==> config.mk <==
export PLATFORM = sky130hd
export DESIGN_NAME = sctl_port
export DESIGN_NICKNAME = d
export VERILOG_FILES = /design/src/rtl/sctl_pkg.sv /design/src/rtl/sctl_sync.sv /design/src/rtl/sctl_frame.sv /design/src/rtl/sctl_regfile.sv /design/src/rtl/sctl_port.sv
export SDC_FILE = /design/constraint.sdc
export NUM_CORES = 1
export LEC_CHECK = 0
export ABC_AREA = 1
export BUFFER_PORTS_ARGS = -buffer_cell sky130_fd_sc_hd__buf_2
export CAP_MARGIN = 10
export CORE_MARGIN = 2
export CORE_UTILIZATION = 35
export DETAILED_ROUTE_END_ITERATION = 7
export SYNTH_ARGS = -nofsm -noshare
export SYNTH_HDL_FRONTEND = slang
export SYNTH_SLANG_ARGS = --single-unit
==> constraint.sdc <==
create_clock -name clk_i -period 3.58 [get_ports clk_i]
set_clock_uncertainty 0.1 [all_clocks]
set_input_delay 0.358 -clock clk_i [delete_from_list [all_inputs] [get_ports clk_i]]
set_output_delay 0.358 -clock clk_i [all_outputs]
set_load 0.005 [all_outputs]
==> src/rtl/sctl_pkg.sv <==
package sctl_pkg;
  localparam int unsigned DW = 8;
  localparam int unsigned AW = 3;

  // bits of register idx that are implemented
  function automatic logic [DW-1:0] keep_mask(input int unsigned idx);
    case (idx)
      2:       keep_mask = 8'hF0;
      3, 4:    keep_mask = 8'hF8;
      default: keep_mask = 8'hFF;
    endcase
  endfunction
endpackage

==> src/rtl/sctl_sync.sv <==
module sctl_sync #(
  parameter int unsigned STAGES = 2
) (
  input  logic clk_i,
  input  logic rst_ni,
  input  logic d_i,
  output logic q_o
);
  logic [STAGES-1:0] chain_q;

  always_ff @(posedge clk_i or negedge rst_ni) begin
    if (!rst_ni) chain_q <= '0;
    else         chain_q <= {chain_q[STAGES-2:0], d_i};
  end

  assign q_o = chain_q[STAGES-1];
endmodule

==> src/rtl/sctl_frame.sv <==
module sctl_frame
  import sctl_pkg::*;
#(
  parameter int unsigned DATA_W = DW,
  parameter int unsigned ADDR_W = AW,
  localparam int unsigned HDR   = 1 + ADDR_W,
  localparam int unsigned FRAME = HDR + DATA_W,
  localparam int unsigned CW    = $clog2(FRAME + 1)
) (
  input  logic              clk_i,
  input  logic              rst_ni,
  input  logic              en_i,
  input  logic              sclk_i,
  input  logic              sdi_i,
  input  logic [DATA_W-1:0] rdata_i,
  output logic [ADDR_W-1:0] addr_o,
  output logic              wr_o,
  output logic [DATA_W-1:0] wdata_o,
  output logic              sdo_o,
  output logic              sdo_oe_o,
  output logic              rise_o,
  output logic              fall_o,
  output logic [CW-1:0]     cnt_o
);
  logic              sclk_d;
  logic [CW-1:0]     cnt_q;
  logic              dir_q;
  logic [ADDR_W-1:0] addr_q;
  logic [DATA_W-1:0] dat_q;
  logic [DATA_W-1:0] shadow_q;
  logic              wr_q;
  logic              sdo_q, oe_q;

  always_ff @(posedge clk_i or negedge rst_ni) begin
    if (!rst_ni) sclk_d <= 1'b0;
    else         sclk_d <= sclk_i;
  end

  assign rise_o = sclk_i & ~sclk_d;
  assign fall_o = ~sclk_i & sclk_d;

  // capture side: rising edges
  always_ff @(posedge clk_i or negedge rst_ni) begin
    if (!rst_ni) begin
      cnt_q  <= '0;
      dir_q  <= 1'b0;
      addr_q <= '0;
      dat_q  <= '0;
      wr_q   <= 1'b0;
    end else begin
      wr_q <= 1'b0;
      if (!en_i) begin
        cnt_q <= '0;
      end else if (rise_o && cnt_q != CW'(FRAME)) begin
        cnt_q <= cnt_q + 1'b1;
        if (cnt_q == '0)
          dir_q <= sdi_i;
        else if (cnt_q < CW'(HDR))
          addr_q <= {addr_q[ADDR_W-2:0], sdi_i};
        else
          dat_q <= {dat_q[DATA_W-2:0], sdi_i};
        if (cnt_q == CW'(FRAME - 1) && !dir_q)
          wr_q <= 1'b1;
      end
    end
  end

  // drive side: falling edges
  always_ff @(posedge clk_i or negedge rst_ni) begin
    if (!rst_ni) begin
      shadow_q <= '0;
      sdo_q    <= 1'b0;
      oe_q     <= 1'b0;
    end else if (!en_i) begin
      oe_q <= 1'b0;
    end else if (fall_o && dir_q) begin
      if (cnt_q == CW'(HDR)) begin
        shadow_q <= rdata_i;
        sdo_q    <= rdata_i[DATA_W-1];
        oe_q     <= 1'b1;
      end else if (cnt_q > CW'(HDR) && cnt_q < CW'(FRAME)) begin
        sdo_q <= shadow_q[CW'(FRAME - 1) - cnt_q];
      end else if (cnt_q == CW'(FRAME)) begin
        oe_q <= 1'b0;
      end
    end
  end

  assign addr_o   = addr_q;
  assign wr_o     = wr_q;
  assign wdata_o  = dat_q;
  assign sdo_o    = sdo_q;
  assign sdo_oe_o = oe_q;
  assign cnt_o    = cnt_q;
endmodule

==> src/rtl/sctl_regfile.sv <==
module sctl_regfile
  import sctl_pkg::*;
#(
  parameter int unsigned NUM_REGS = 6,
  parameter int unsigned DATA_W   = DW,
  parameter int unsigned ADDR_W   = AW
) (
  input  logic                       clk_i,
  input  logic                       rst_ni,
  input  logic                       wr_i,
  input  logic [ADDR_W-1:0]          addr_i,
  input  logic [DATA_W-1:0]          wdata_i,
  output logic [DATA_W-1:0]          rdata_o,
  output logic [NUM_REGS*DATA_W-1:0] regs_o
);
  logic [NUM_REGS-1:0][DATA_W-1:0] r_q;

  for (genvar i = 0; i < NUM_REGS; i++) begin : g_reg
    localparam logic [DATA_W-1:0] MASK = keep_mask(i);
    always_ff @(posedge clk_i or negedge rst_ni) begin
      if (!rst_ni)
        r_q[i] <= '0;
      else if (wr_i && addr_i == ADDR_W'(i))
        r_q[i] <= wdata_i & MASK;
    end
  end

  always_comb begin
    rdata_o = '0;
    for (int k = 0; k < NUM_REGS; k++)
      if (addr_i == ADDR_W'(k)) rdata_o = r_q[k];
  end

  assign regs_o = r_q;
endmodule

==> src/rtl/sctl_port.sv <==
module sctl_port
  import sctl_pkg::*;
#(
  parameter int unsigned NUM_REGS    = 6,
  parameter int unsigned SYNC_STAGES = 2,
  localparam int unsigned RW         = NUM_REGS * DW
) (
  input  logic          clk_i,
  input  logic          rst_ni,
  input  logic          sen_i,
  input  logic          sclk_i,
  input  logic          sdi_i,
  output logic          sdo_o,
  output logic          sdo_oe_o,
  output logic [RW-1:0] regs_o,
  output logic [1:0]    mon_sel_o
);
  localparam int unsigned CW = $clog2(1 + AW + DW + 1);

  logic en_s, sclk_s, sdi_s;
  logic rise_s, fall_s;
  logic wr;
  logic [AW-1:0] addr;
  logic [DW-1:0] wdata, rdata;
  logic [CW-1:0] cnt;

  sctl_sync #(.STAGES(SYNC_STAGES)) u_sync_en   (.clk_i, .rst_ni, .d_i(sen_i),  .q_o(en_s));
  sctl_sync #(.STAGES(SYNC_STAGES)) u_sync_sclk (.clk_i, .rst_ni, .d_i(sclk_i), .q_o(sclk_s));
  sctl_sync #(.STAGES(SYNC_STAGES)) u_sync_sdi  (.clk_i, .rst_ni, .d_i(sdi_i),  .q_o(sdi_s));

  sctl_frame #(.DATA_W(DW), .ADDR_W(AW)) u_frame (
    .clk_i, .rst_ni,
    .en_i    (en_s),
    .sclk_i  (sclk_s),
    .sdi_i   (sdi_s),
    .rdata_i (rdata),
    .addr_o  (addr),
    .wr_o    (wr),
    .wdata_o (wdata),
    .sdo_o,
    .sdo_oe_o,
    .rise_o  (rise_s),
    .fall_o  (fall_s),
    .cnt_o   (cnt)
  );

  sctl_regfile #(.NUM_REGS(NUM_REGS), .DATA_W(DW), .ADDR_W(AW)) u_regs (
    .clk_i, .rst_ni,
    .wr_i    (wr),
    .addr_i  (addr),
    .wdata_i (wdata),
    .rdata_o (rdata),
    .regs_o
  );

  assign mon_sel_o = regs_o[1:0];
endmodule

* After elaboration in Yosys (flattened, before gate mapping)
Index checks and enable logic that the tools add are counted.
Word-level totals: flip-flop bits (word level) 72, input port bits 5, output and inout bits 52, logic and storage cells 83
Cells by class: add/sub/neg operators 2, order comparisons 4, eq/ne operators 13, mux-type cells 20, bitwise gates (word level) 6, reductions and logical operators 20
Operator list (count):
- two-way mux 8 bit | 6
- AND reduction 3 bit | 4
- two-way mux 1 bit | 11
- logical AND 1 bit | 10
- equality test 4 bit, second input constant | 2
- < comparator 4 bit, second input constant | 2
- two-way mux 4 bit | 2
- AND reduction 4 bit | 2
- equality test 3 x 2 -> 1 bit, second input constant | 2
- equality test 3 bit, second input constant | 2
- adder 4 x 1 -> 4 bit, second input constant | 1
- equality test 4 x 3 -> 1 bit, second input constant | 1
- > comparator 4 x 3 -> 1 bit, second input constant | 1
- logical NOT 4 bit | 1
- < comparator 4 x 3 -> 1 bit, second input constant | 1
- != test 2 x 1 -> 1 bit, second input constant | 2
- != test 4 bit, second input constant | 1
- inverter 1 bit | 4
- subtractor 4 bit, first input constant | 1
- binary-select mux 1 bit (select 3 bit) | 1
- equality test 3 x 1 -> 1 bit, second input constant | 1
- logical NOT 3 bit | 1
- != test 3 x 1 -> 1 bit, second input constant | 1
- != test 3 x 2 -> 1 bit, second input constant | 1
- other kinds (3) | 4

* Longest topological paths before layout
Gate-level depths: netlist (run 1).
depth in word-level cells 8, mapped depth 9, depth with buffers taken out 9

* By module
From an unflattened synthesis (run 1), not the netlist that was laid out.
Unflattened totals: cell total of the unflattened synthesis 388, area, all modules 3534.6 sq um
Modules (own cells, without submodules):
- sctl_regfile | times used 1, cells an instance 227, area an instance 2015.7 sq um, seq. area each 950.9 sq um
- sctl_frame | times used 1, cells an instance 153, area an instance 1353.8 sq um, seq. area each 700.7 sq um
- sctl_sync | times used 3, cells an instance 2, area an instance 50.0 sq um, seq. area each 50.0 sq um
- sctl_port | times used 1, cells an instance 2, area an instance 15.0 sq um, seq. area each 0.0 sq um

* Least setup slack after synthesis (run 1)
No wires, ideal clock.
path type register to register, start point reg u_frame.cnt_q[0] (netlist: u_frame.cnt_o[0]), end point reg u_frame.addr_q[0] (netlist: u_frame.addr_o[0]), setup time 0.132 ns, arrival 1.587 ns, data required time 3.348 ns, path slack 1.760 ns, cell stages (with the launch flop) 9, buffers on the path 0, clock period less this slack 1.820 ns, cell sequence dfrtp_1 inv_1 ha_1 nand3_1 nand3_2 nor2_2 inv_1 nor3_2 o21ai_0
On the way: longest elaborated chain between the ends 3, elaborated cells on any way between the ends 6, those cells by class order compare: 1; eq/ne: 1; bitwise: 1; reduce/logical: 3
RTL lines:
- from (decl) | line sctl_frame.sv:26 | logic [CW-1:0] cnt_q;
- from (signal assigned) | line sctl_frame.sv:55 | cnt_q <= cnt_q + 1'b1;
- parallel branches: the longest is 2 deep, another holds < comparator 4 x 3 -> 1 bit
- AND reduction 4 bit (no source line) (*)
- to (signal assigned) | line sctl_frame.sv:59 | addr_q <= {addr_q[ADDR_W-2:0], sdi_i};
- to (decl) | line sctl_frame.sv:28 | logic [ADDR_W-1:0] addr_q;
Every way passes the cells marked *. A chain may end at the register's enable or synchronous reset.

* Worst setup path after layout (run 1)
Same ends and word-level chain as after synthesis.

==> impl.org, run 1 <==
** Status
- The flow ran to the end, and the final reports show no timing, DRC or antenna violations.

** Routing
- In the routed design, unresolved DRC markers number 0.
- Remaining antenna violation count after routing :: 0
- For this block, the routed nets add up to 7400 µm of wire.
- The routed layout has roughly 2600 vias.
- In the final routed layout, each cell accounts on average for 14.0 µm.
- Number of DRC markers in iteration 0 :: 120
- Dividing the detail-routed via count by the number of cells gives between 4 and 5.
- Drt pass-1 iters :: 4

** Clocking
- The tree is rooted in a clkbuf_8.
- Worst-case clock buffer depth :: 2
- The later pin in the worst-skew pair is clocked with a latency of ~350 ps.
- CTS built an H-tree with a depth of 3.
- Counting every sink on the clock net gives roughly 70.
- Number of buffers added by the clock tree synthesis step :: 9
- TritonCTS clock tree :: yes
- After clock tree synthesis, the clock-pin slew on the worst setup and hold paths is 80 ps.

** Final layout
- Cells with a size suffix above 1 make up 21.8% of the layout.
- Nets :: around 420
- The number of antenna diodes in the final layout is 0.
- Non-Filler Cell Area, Final :: between 0.003 and 0.004 mm²
- Cell Count, Final, Fillers Out :: 528
- From synthesis to final layout, the design area changed by 16.8%.

** Placed design
- Before CTS, the worst setup slack after placement is about 1500 ps.
- In this run the cell area measured after placement is roughly 0.0035 mm².
- Placer's final routability congestion estimate :: between 0.9 and 1
- Half-perimeter wire length after detailed placement :: 5500 µm
- Total of buffers placed on input and output ports :: 46
- Including well taps, the total number of placed cells is around 500.

** Yosys
- By area the synthesized netlist is led by dfrtp_1, nand2_1, o21ai_0.
- Sequential cells were found to cover approximately 56% of the synthesized design area.
- Avg Cell Area, Syn :: roughly 9 µm²
- During synthesis, Yosys emitted a total of 0 warnings.
- Post-Syn Instances :: about 360
- Distinct cells, synth :: 29
- Synth Register Bits :: roughly 70
- Of the post-synthesis cell area, the dominant cell type holds 55.8%.
- In this run the cell area of the synthesized design comes to 0.00323 mm².
- dfrtp_1 takes more of the synthesized area than any other cell.

** Setup path
- Critical path class :: reg -> reg
- CP Capture Type :: register
- STA classifies the critical path startpoint as a register.
- The cell family contributing the most delay on the critical path is simple AND/OR/NAND/NOR gates.
- In this run the worst path has a maximum fanout of 7.
- The largest single stage delay on the critical path is around 450 ps.
- Buffers plus inverters on the worst setup path :: 2
- Arrival time at the worst endpoint :: 2290 ps
- Crit path launch :: u_frame.cnt_o[0]$_DFFE_PN0P_
- STA puts the critical path data required time at ~3700 ps.
- Startpoint of the most critical register-to-register path :: u_frame.cnt_o[0]$_DFFE_PN0P_
- The slowest stage of the critical path belongs to the cell dfrtp_1.
- Most common cell type on the critical path :: inv_1
- The signal on the critical path passes through inv_1 > ha_1 > nand3_1 > nand3_2 > nor2_2 > inv_1 > nor3_2 > nand2_1 > o21ai_0.

** STA
- Relative slew slack :: about two thirds
- Highest clock frequency the design can meet :: 470 MHz
- Setup total negative slack on the finished layout was measured at 0 ps.
- The number of failing hold endpoints at the final stage came to 0.
- For the pin with the worst max-slew slack, the measured transition is 500 ps.
- Final Max Slew Viols :: 0
- Once routing completed, OpenROAD measured the worst setup slack at ~1500 ps.
- Of the available clock period, the critical path in the final layout requires 59.4%.
- Unrepaired setup endpoints after global routing :: no
- After layout, the minimum clock period comes to 2130 ps.
- Setup violations remaining at the end of the flow were counted as 0.
- Worst-case hold slack :: around 250 ps

** Floorplanning
- Starting density of the core :: between 30% and 40%
- Width of the die :: 100 µm
- The die covers approximately 0.010 mm².
- Measured along the y axis, the die boundary spans 100 µm.
- Pin placement for this block handled between 50 and 60 I/O pins.
- In this run the standard cell core region covers just over 0.009 mm².
- Total number of placement rows :: 35

** Global routing
- Number of antenna violations at the first check in global routing :: 0
- For this run the aggregate overflow at the end of global routing stands at 0.
- Number of global-route vias before repair :: around 2400
- Total global-route track usage :: between 10% and 20%
- Entering global routing, the biggest net connects 35 pins.
- The first global-routing pass estimated around 13000 µm of wire.

** Power and ir drop
- Power Dens Cells :: 448 mW/mm²
- Max IR drop VDD :: 0.171 mV
- Cell leakage power :: roughly 1.9 nW

** Flow run
- The tool flagged a number of max-cap violations equal to 0.

** Worst hold path
- The tightest min-delay check is of the reg -> reg type.
- Critical hold path startpoint :: u_sync_sdi.chain_q[0]$_DFF_PN0_
[layout by cell type (no fill, tap or decap), drive strengths merged]
cell	count
a21oi	11
a31oi	5
buf	48
bufinv	2
clkbuf	9
clkinv	6
conb	10
dfrtp	72
dlygate4sd3	4
ha	2
inv	31
nand2	94
nand3	38
nand4	2
nor2	19
nor3	6
o21ai	57
o22ai	1
[cells in the mapped netlist]
master and instances:
nand2_1 89, dfrtp_1 72, o21ai_0 47, nand3_1 35, inv_1 29, nor2_1 15, buf_4 12, a21oi_1 10
o21ai_2 8, a31oi_1 5, buf_2 4, nand2_2 3, nand3_2 3, nor2_2 3, nor3_1 3, buf_6 2
ha_1 2, inv_2 2, nand2_4 2, nand4_1 2, nor3_2 2, o21ai_1 2, a21oi_2 1, clkbuf_1 1
clkinv_2 1, conb_1 1, nor2_4 1, nor3_4 1, o22ai_1 1
[cell type report]
class / instances / area, µm²
fill: 939 / 5340
sequential: 72 / 1800
multi-input combinational: 245 / 1200
timing repair buffer: 52 / 285
tap: 111 / 139
clock buffer: 9 / 124
inverter: 32 / 121
clock inverter: 7 / 96.3
[through the flow]
stage	power [mW]	utilization [%]
global route	1.76	41.4
CTS	1.70	41.3
detailed placement	0.992	38.6
global placement	0.990	38.6
finish	1.69	41.4
floorplan	0.956	-
[flip-flops by register name, summed over array words and instances, names as in the netlist]
name and count:
u_sync_en.chain_q 2, u_frame.sclk_d 1, u_sync_sdi.chain_q 2, u_frame.sdo_oe_o 1
u_frame.wr_o 1, u_regs.regs_o 38, u_frame.addr_o 3, u_sync_sclk.chain_q 2
u_frame.cnt_o 4, u_frame.wdata_o 8, u_frame.sdo_o 1, u_frame.shadow_q 8
u_frame.dir_q 1
[layer usage]
| metal | vias up | share of wire [%] | track usage (%) |
|---|---|---|---|
| met2 | 73 | 45 | 23.5 |
| met5 | - | 0 | 0 |
| met4 | 0 | 1.4 | 5.80 |
| li1 | 1278 | - | - |
| met1 | 1220 | 49 | 23.7 |
| met3 | 10 | 4.6 | 3.83 |
[logic make-up (layout without fill, tap and decap cells)]
| kind of cell | after synthesis | count (layout) | synth area share [%] |
|---|---|---|---|
| compound gates | 74 | 74 | 12.7 |
| fa+ha+maj | 2 | 2 | 0.774 |
| buf+inv | 51 | 100 | 7.98 |
| flops | 72 | 72 | 55.8 |
| other cells | 1 | 10 | 0.116 |
| simple gates | 159 | 159 | 22.6 |
[repair_timing]
action,in CTS,in global routing
resized for setup,0,0
setup endpoints to repair,0,0
hold endpoints to repair,20,1
hold buffers,3,1
buffers inserted,0,0
[power by group]
group | leakage, nW | internal (mW) | switching [mW] | total, mW
clock | 0.113 | 0.393 | 0.319 | 0.712
sequential | 0.984 | 0.828 | 0.0218 | 0.850
combinational | 0.780 | 0.0303 | 0.0970 | 0.127
total | 1.88 | 1.25 | 0.437 | 1.69
[path summary, 6_finish.rpt]
path | endpoint | slack, ps | cells after the start
setup reg to reg | u_frame.addr_o[0]$_DFFE_PN0P_ | 1450 | 9
hold reg to reg | u_sync_sdi.chain_q[1]$_DFF_PN0_ | 250 | 0
hold / removal | u_sync_sdi.chain_q[1]$_DFF_PN0_ | 250 | 0
max in group asynchronous | u_frame.wdata_o[5]$_DFFE_PN0P_ | 2200 | 3
min in group asynchronous | u_frame.cnt_o[3]$_DFFE_PN0P_ | 380 | 2
setup / recovery | u_frame.addr_o[0]$_DFFE_PN0P_ | 1450 | 9
Power figures use the tool's default switching activity.
==> inputs of run 2 (changes only) <==
- clock period: 3.58 -> 2 ns (I/O delays scaled with it)
==> impl.org, run 2 (synthesis results as in run 1) <==
** STA
- Unrepaired setup endpoints after global routing :: no (unchanged)
- The tightest slew margin relative to the limit came to 64.5% (was 66.5%).
- Final Hold Viols :: 0 (unchanged)
- The setup total negative slack was 0 ps (unchanged).
- Setup violators final :: 0 (unchanged)
- Minimum clock period :: 1770 ps (was 2130 ps)
- The post-route clock period utilization came to 88.3% (was 59.4%).
- Highest clock frequency the design can meet :: 566 MHz (was 470 MHz)
- Final Max Slew Viols :: 0 (unchanged)
- Slew @ Worst Pin :: 533 ps (was 500 ps)

** Routing
- The wire length per cell after detailed routing came to 14.0 µm (about the same).
- The DRC violations left was 0 (unchanged).
- The ratio of routed vias to standard cells came to 4.81 (was 4.89).
- Topmost layer with routed signal wires :: met4 (unchanged)
- Remaining antenna violation count after routing :: 0 (unchanged)
- The routed wire length came to 7450 µm (was 7400 µm).
- The routed length on met2 was 3490 µm (was 3310 µm).
- Met3 wirelength from detailed routing :: 220 µm (was 338 µm)
- The number of optimization iterations in the first detailed-route pass is 4 (unchanged).
- The detailed-route via count is 2571 (was 2581).
- Wire length the detailed router placed on met1 :: 3690 µm (was 3650 µm)
- The violation count after the first detailed-routing iteration was 139 (was 120).

** Power and ir drop
- The worst voltage drop across the vdd grid came to 0.337 mV (was 0.171 mV).
- The leakage power of the design came to 1.91 nW (was 1.88 nW).
- Final Total Pwr :: 3.07 mW (was 1.69 mW)
- The power per standard cell area was 798 mW/mm² (was 448 mW/mm²).

** Final layout
- Max FFs per register :: 38 (unchanged)
- Highest-count cells in the layout ignoring fill and taps :: nand2_1, dfrtp_1, o21ai_0, buf_2, nand3_1 (unchanged)
- The most common library cell in the layout ignoring fill and taps is nand2_1 (unchanged).
- The share of post-route cells with drive strength above 1 was 23.2% (was 21.8%).
- Antenna diode count :: 0 (unchanged)
- Layout overhead on the synthesized area :: 19.1% (was 16.8%)
- The number of nets in the layout was 425 (was 419).

** Global routing
- The maximum number of pins on one net before global-route repair was 36 (was 35).
- The first-pass GRT wire length came to 12600 µm (about the same).
- The total global routing overflow was 0 (unchanged).
- Total global-route track usage :: 16.2% (about the same)
- Number of antenna violations at the first check in global routing :: 0 (unchanged)
- Number of global-route vias before repair :: 2465 (was 2399)

** Setup path
- The category of the most critical setup path was reg -> reg (unchanged).
- Arrival time at the worst endpoint :: 1880 ps (was 2290 ps)
- The type of element launching the critical path is a register (unchanged).
- The critical-path maximum fanout was 6 (was 7).
- The category of the worst setup path capture point is a register (unchanged).
- Req. time, crit path :: 2110 ps (was 3740 ps)

** Flow run
- Max-Cap Viols :: 0 (unchanged)

** Worst hold path
- The type of the most critical hold path is reg -> reg (unchanged).

** Clocking
- The number of clock buffers inserted by TritonCTS is 9 (unchanged).
- The clock sink count was 72 (unchanged).
- H-tree depth reported by CTS :: 3 (unchanged)
- Library cell used as clock root buffer :: clkbuf_8 (unchanged)
- Clk Latency, worst-skew pair :: 340 ps (was 350 ps)
- The TritonCTS clock tree is yes (unchanged).
- Worst-case clock buffer depth :: 2 (unchanged)
- Clk pin slew, worst setup/hold paths :: 70 ps (was 80 ps)

** Floorplanning
- Width of the die :: 100 µm (unchanged)
- Vertical extent of the die :: 100 µm (unchanged)
- Total number of placement rows :: 35 (unchanged)
- Die area :: 0.0100 mm² (unchanged)
- Core outline area :: 0.00911 mm² (unchanged)
- The number of primary I/O pins was 57 (unchanged).
- Starting density of the core :: 35.5% (unchanged)

** Placed design
- The placed wire-length estimate is 5480 µm (was 5500 µm).
- The global placement routability congestion is 0.882 (was 0.915).
- The number of buffers inserted by port buffering came to 46 (unchanged).

** Status
- Result of the run: finished clean (unchanged).
-- run 2: cell types whose count changed in the layout (fill, tap and decap cells not counted), sizes merged --
cell,before,now
buf,48,54
clkbuf,9,11
clkinv,6,4
-- run 2: layer usage --
metal,track usage (%),vias up
met5,0,-
met4,5.69,0
met3,2.99,4
met2,25.7,57
met1,22.6,1225
li1,-,1285
-- run 2: area by class of cell --
cell class / instances / area, µm²
inverters: 32 / 121
multi-input cells: 245 / 1210
clock buffers: 11 / 151
well taps: 111 / 139
clock inverters: 5 / 78.8
flip-flops and latches: 72 / 1800
repair buffers: 58 / 343
fillers: 911 / 5260
-- run 2: critical path, cell delays in order (launching register included) --
cell and delay (ps):
dfrtp_1 410, inv_1 100, ha_1 220, nand3_1 130, nand3_2 120, nor2_2 160, inv_1 100, nor3_4 200
o21ai_0 110
-- run 2: worst paths after layout --
check | from | to | slack (ps) | cells after the start
min reg2reg | u_sync_en.chain_q[0]$_DFF_PN0_ | u_sync_en.chain_q[1]$_DFF_PN0_ | 250 | 0
max reg2reg | u_frame.cnt_o[1]$_DFFE_PN0P_ | u_frame.addr_o[2]$_DFFE_PN0P_ | 230 | 8
max | u_frame.cnt_o[1]$_DFFE_PN0P_ | u_frame.addr_o[2]$_DFFE_PN0P_ | 230 | 8
max in group asynchronous | rst_ni | u_frame.wdata_o[3]$_DFFE_PN0P_ | 910 | 3
min in group asynchronous | rst_ni | u_frame.cnt_o[3]$_DFFE_PN0P_ | 270 | 2
min | u_sync_en.chain_q[0]$_DFF_PN0_ | u_sync_en.chain_q[1]$_DFF_PN0_ | 250 | 0
-- run 2: timing repair --
action                     4_1_cts  5_1_grt
gates resized for setup          0        2
buffers inserted                 0        0
hold endpoints to repair        23        0
hold buffers                     4        0
setup endpoints to repair        0        3
-- run 2: where the power goes --
group	internal [mW]	switching (mW)	total, mW
combinational	0.0642	0.179	0.243
clock	0.769	0.538	1.31
sequential	1.48	0.0391	1.52
-- run 2: stage by stage --
step | hold slack, ps | utilization (%) | area (µm²) | worst slack, ps | instances
finish | 252 | 42.2 | 3850 | 234 | 534
global route | 259 | 42.2 | 3850 | 40.0 | 534
CTS | 255 | 42.2 | 3840 | 134 | 534
detailed placement | 114 | 39.2 | 3570 | 154 | 514
global placement | 108 | 39.2 | 3570 | 234 | 514
floorplan | -196 | - | 3260 | 180 | 368
==> inputs of run 3 (changes only) <==
- REMOVE_ABC_BUFFERS: default -> 1
==> impl.org, run 3 (synthesis results as in run 1) <==
** Status
- Result of the run :: finished clean (unchanged)

** Floorplanning
- The chip width came to 100 µm (unchanged).
- Total number of placement rows :: 35 (unchanged)
- Core outline area :: 0.00911 mm² (unchanged)
- Starting density of the core :: 35.5% (unchanged)
- The floorplan die area was 0.0100 mm² (unchanged).
- Number of primary I/O pins :: 57 (unchanged)
- The vertical die dimension was 100 µm (unchanged).

** Final layout
- Ratio of cells with drive above 1 in the final layout :: 23.0% (was 23.2%)
- The most common library cell in the layout ignoring fill and taps was nand2_1 (unchanged).
- Highest-count cells in the layout ignoring fill and taps :: nand2_1, dfrtp_1, o21ai_0, buf_2, nand3_1 (unchanged)
- Max FFs per register :: 38 (unchanged)
- The number of diodes was 0 (unchanged).
- Non-Filler Cell Area, Final :: 0.00379 mm² (was 0.00385 mm²)
- The relative area change from synthesis to final layout was 17.4% (was 19.1%).
- Nets :: 424 (was 425)
- The filler cell count in the final layout is 955 (was 911).

** Global routing
- Total global-route track usage :: 16.2% (about the same)
- The total global routing overflow is 0 (unchanged).
- Maximum number of pins on one net before global-route repair :: 73 (was 36)
- Number of global-route vias before repair :: 2454 (was 2465)
- Number of antenna violations at the first check in global routing :: 0 (unchanged)
- The first-pass GRT wire length is 12500 µm (was 12600 µm).

** Setup path
- Most common cell type on the critical path :: inv_1 (unchanged)
- Critical path class :: reg -> reg (unchanged)
- Buffers plus inverters on the worst setup path :: 2 (unchanged)
- CP Capture Type :: register (unchanged)
- List of cells traversed by the critical path: inv_1 > ha_1 > nand3_1 > nand3_2 > nor2_2 > inv_1 > nor3_4 > o21ai_0 (unchanged).
- Slowest cell delay on critical path :: 420 ps (was 410 ps)
- The critical-path maximum fanout was 6 (unchanged).
- CP Launch Type :: register (unchanged)
- Arrival time at the worst endpoint :: 1930 ps (was 1880 ps)
- The cell class contributing the biggest share of worst-path delay was simple AND/OR/NAND/NOR gates (unchanged).
- Slowest-stage cell, CP :: dfrtp_1 (unchanged)
- Req. time, crit path :: 2140 ps (was 2110 ps)

** Clocking
- The clock sink count was 72 (unchanged).
- The worst-case clock buffer depth came to 2 (unchanged).
- The number of clock buffers inserted by TritonCTS was 9 (unchanged).
- The TritonCTS clock tree is yes (unchanged).
- Clk Latency, worst-skew pair :: 360 ps (was 340 ps)
- The post-CTS setup-driven buffer insertion count is 0 (unchanged).
- The clock root buffer master is clkbuf_8 (unchanged).
- Clk pin slew, worst setup/hold paths :: 90 ps (was 70 ps)
- H-tree depth reported by CTS :: 3 (unchanged)

** Routing
- The detailed-route via count came to 2529 (was 2571).
- Drt pass-1 iters :: 4 (unchanged)
- Remaining antenna violation count after routing :: 0 (unchanged)
- The ratio of routed vias to standard cells came to 4.74 (was 4.81).
- Avg WL per Cell :: 13.9 µm (was 14.0 µm)
- Number of DRC markers in iteration 0 :: 168 (was 139)
- Routed wire length :: 7420 µm (was 7450 µm)
- The DRC violations left is 0 (unchanged).

** Placed design
- Placer's final routability congestion estimate :: 0.833 (was 0.882)
- The post-placement setup slack is 132 ps (was 154 ps).
- The placed wire-length estimate is 5370 µm (was 5480 µm).
- The area after detailed placement was 0.00356 mm² (was 0.00357 mm²).
- Total of buffers placed on input and output ports :: 46 (unchanged)

** Worst hold path
- Hold Path Class :: reg -> reg (unchanged)

** Power and ir drop
- Max IR drop VDD :: 0.343 mV (was 0.337 mV)
- The power per standard cell area is 749 mW/mm² (was 798 mW/mm²).
- Cell leakage power :: 1.88 nW (was 1.91 nW)

** STA
- Final clock period utilization by the worst path :: 89.6% (was 88.3%)
- Unrepaired setup endpoints after global routing :: no (unchanged)
- Final Max Slew Viols :: 0 (unchanged)
- The timing-limited maximum frequency is 558 MHz (was 566 MHz).
- Final Hold Viols :: 0 (unchanged)
- Minimum clock period :: 1790 ps (was 1770 ps)
- Setup violators final :: 0 (unchanged)
- Setup total negative slack :: 0 ps (unchanged)
- The final worst slack was 209 ps (was 234 ps).

** Flow run
- The number of max-cap violations was 0 (unchanged).
run 3: layout make-up:
type | instances | area [µm²] | share of cell area, %
Clock buffer | 9 | 124 | 3.27
Timing Repair Buffer | 57 | 335 | 8.84
Multi-Input combinational cell | 245 | 1210 | 31.9
Sequential cell | 72 | 1800 | 47.5
Tap cell | 111 | 139 | 3.66
Inverter | 32 | 121 | 3.20
Clock inverter | 7 | 58.8 | 1.55
run 3: where the power goes:
part | internal [mW] | switching (mW)
logic | 0.0637 | 0.176
registers | 1.48 | 0.0395
clock network | 0.469 | 0.610
run 3: routing by layer:
metal	up-vias	GRT usage, %	part of all wire [%]
li1	1274	-	-
met1	1184	23.3	48
met2	62	23.9	46
met3	9	3.48	4.5
met4	0	6.22	1.4
met5	-	0	0
run 3: worst paths after layout:
path	to	slack, ps	depth (start not counted)	start
worst max-delay path	u_frame.addr_o[1]$_DFFE_PN0P_	210	8	u_frame.cnt_o[1]$_DFFE_PN0P_
worst min-delay path	u_sync_sclk.chain_q[1]$_DFF_PN0_	260	0	u_sync_sclk.chain_q[0]$_DFF_PN0_
worst max register to register	u_frame.addr_o[1]$_DFFE_PN0P_	210	8	u_frame.cnt_o[1]$_DFFE_PN0P_
worst min register to register	u_sync_sclk.chain_q[1]$_DFF_PN0_	260	0	u_sync_sclk.chain_q[0]$_DFF_PN0_
max in group asynchronous	u_frame.cnt_o[0]$_DFFE_PN0P_	1190	3	rst_ni
min in group asynchronous	u_frame.sdo_o$_DFFE_PN0P_	270	3	rst_ni
run 3: what timing repair did:
action | in CTS | in global routing
resized for setup | 0 | 2
setup endpoints to repair | 0 | 8
hold buffers | 4 | 0
hold endpoints to repair | 75 | 0
run 3: per-stage QoR:
stage / power (mW) / instances / util (%) / hold WS [ps]
after floorplan: 1.69 / 349 / - / -196
after global placement: 1.78 / 513 / 39.1 / 156
after detailed placement: 1.79 / 513 / 39.1 / 158
after CTS: 2.86 / 533 / 41.6 / 259
after global routing: 2.97 / 533 / 41.6 / 273
final: 2.84 / 533 / 41.6 / 260
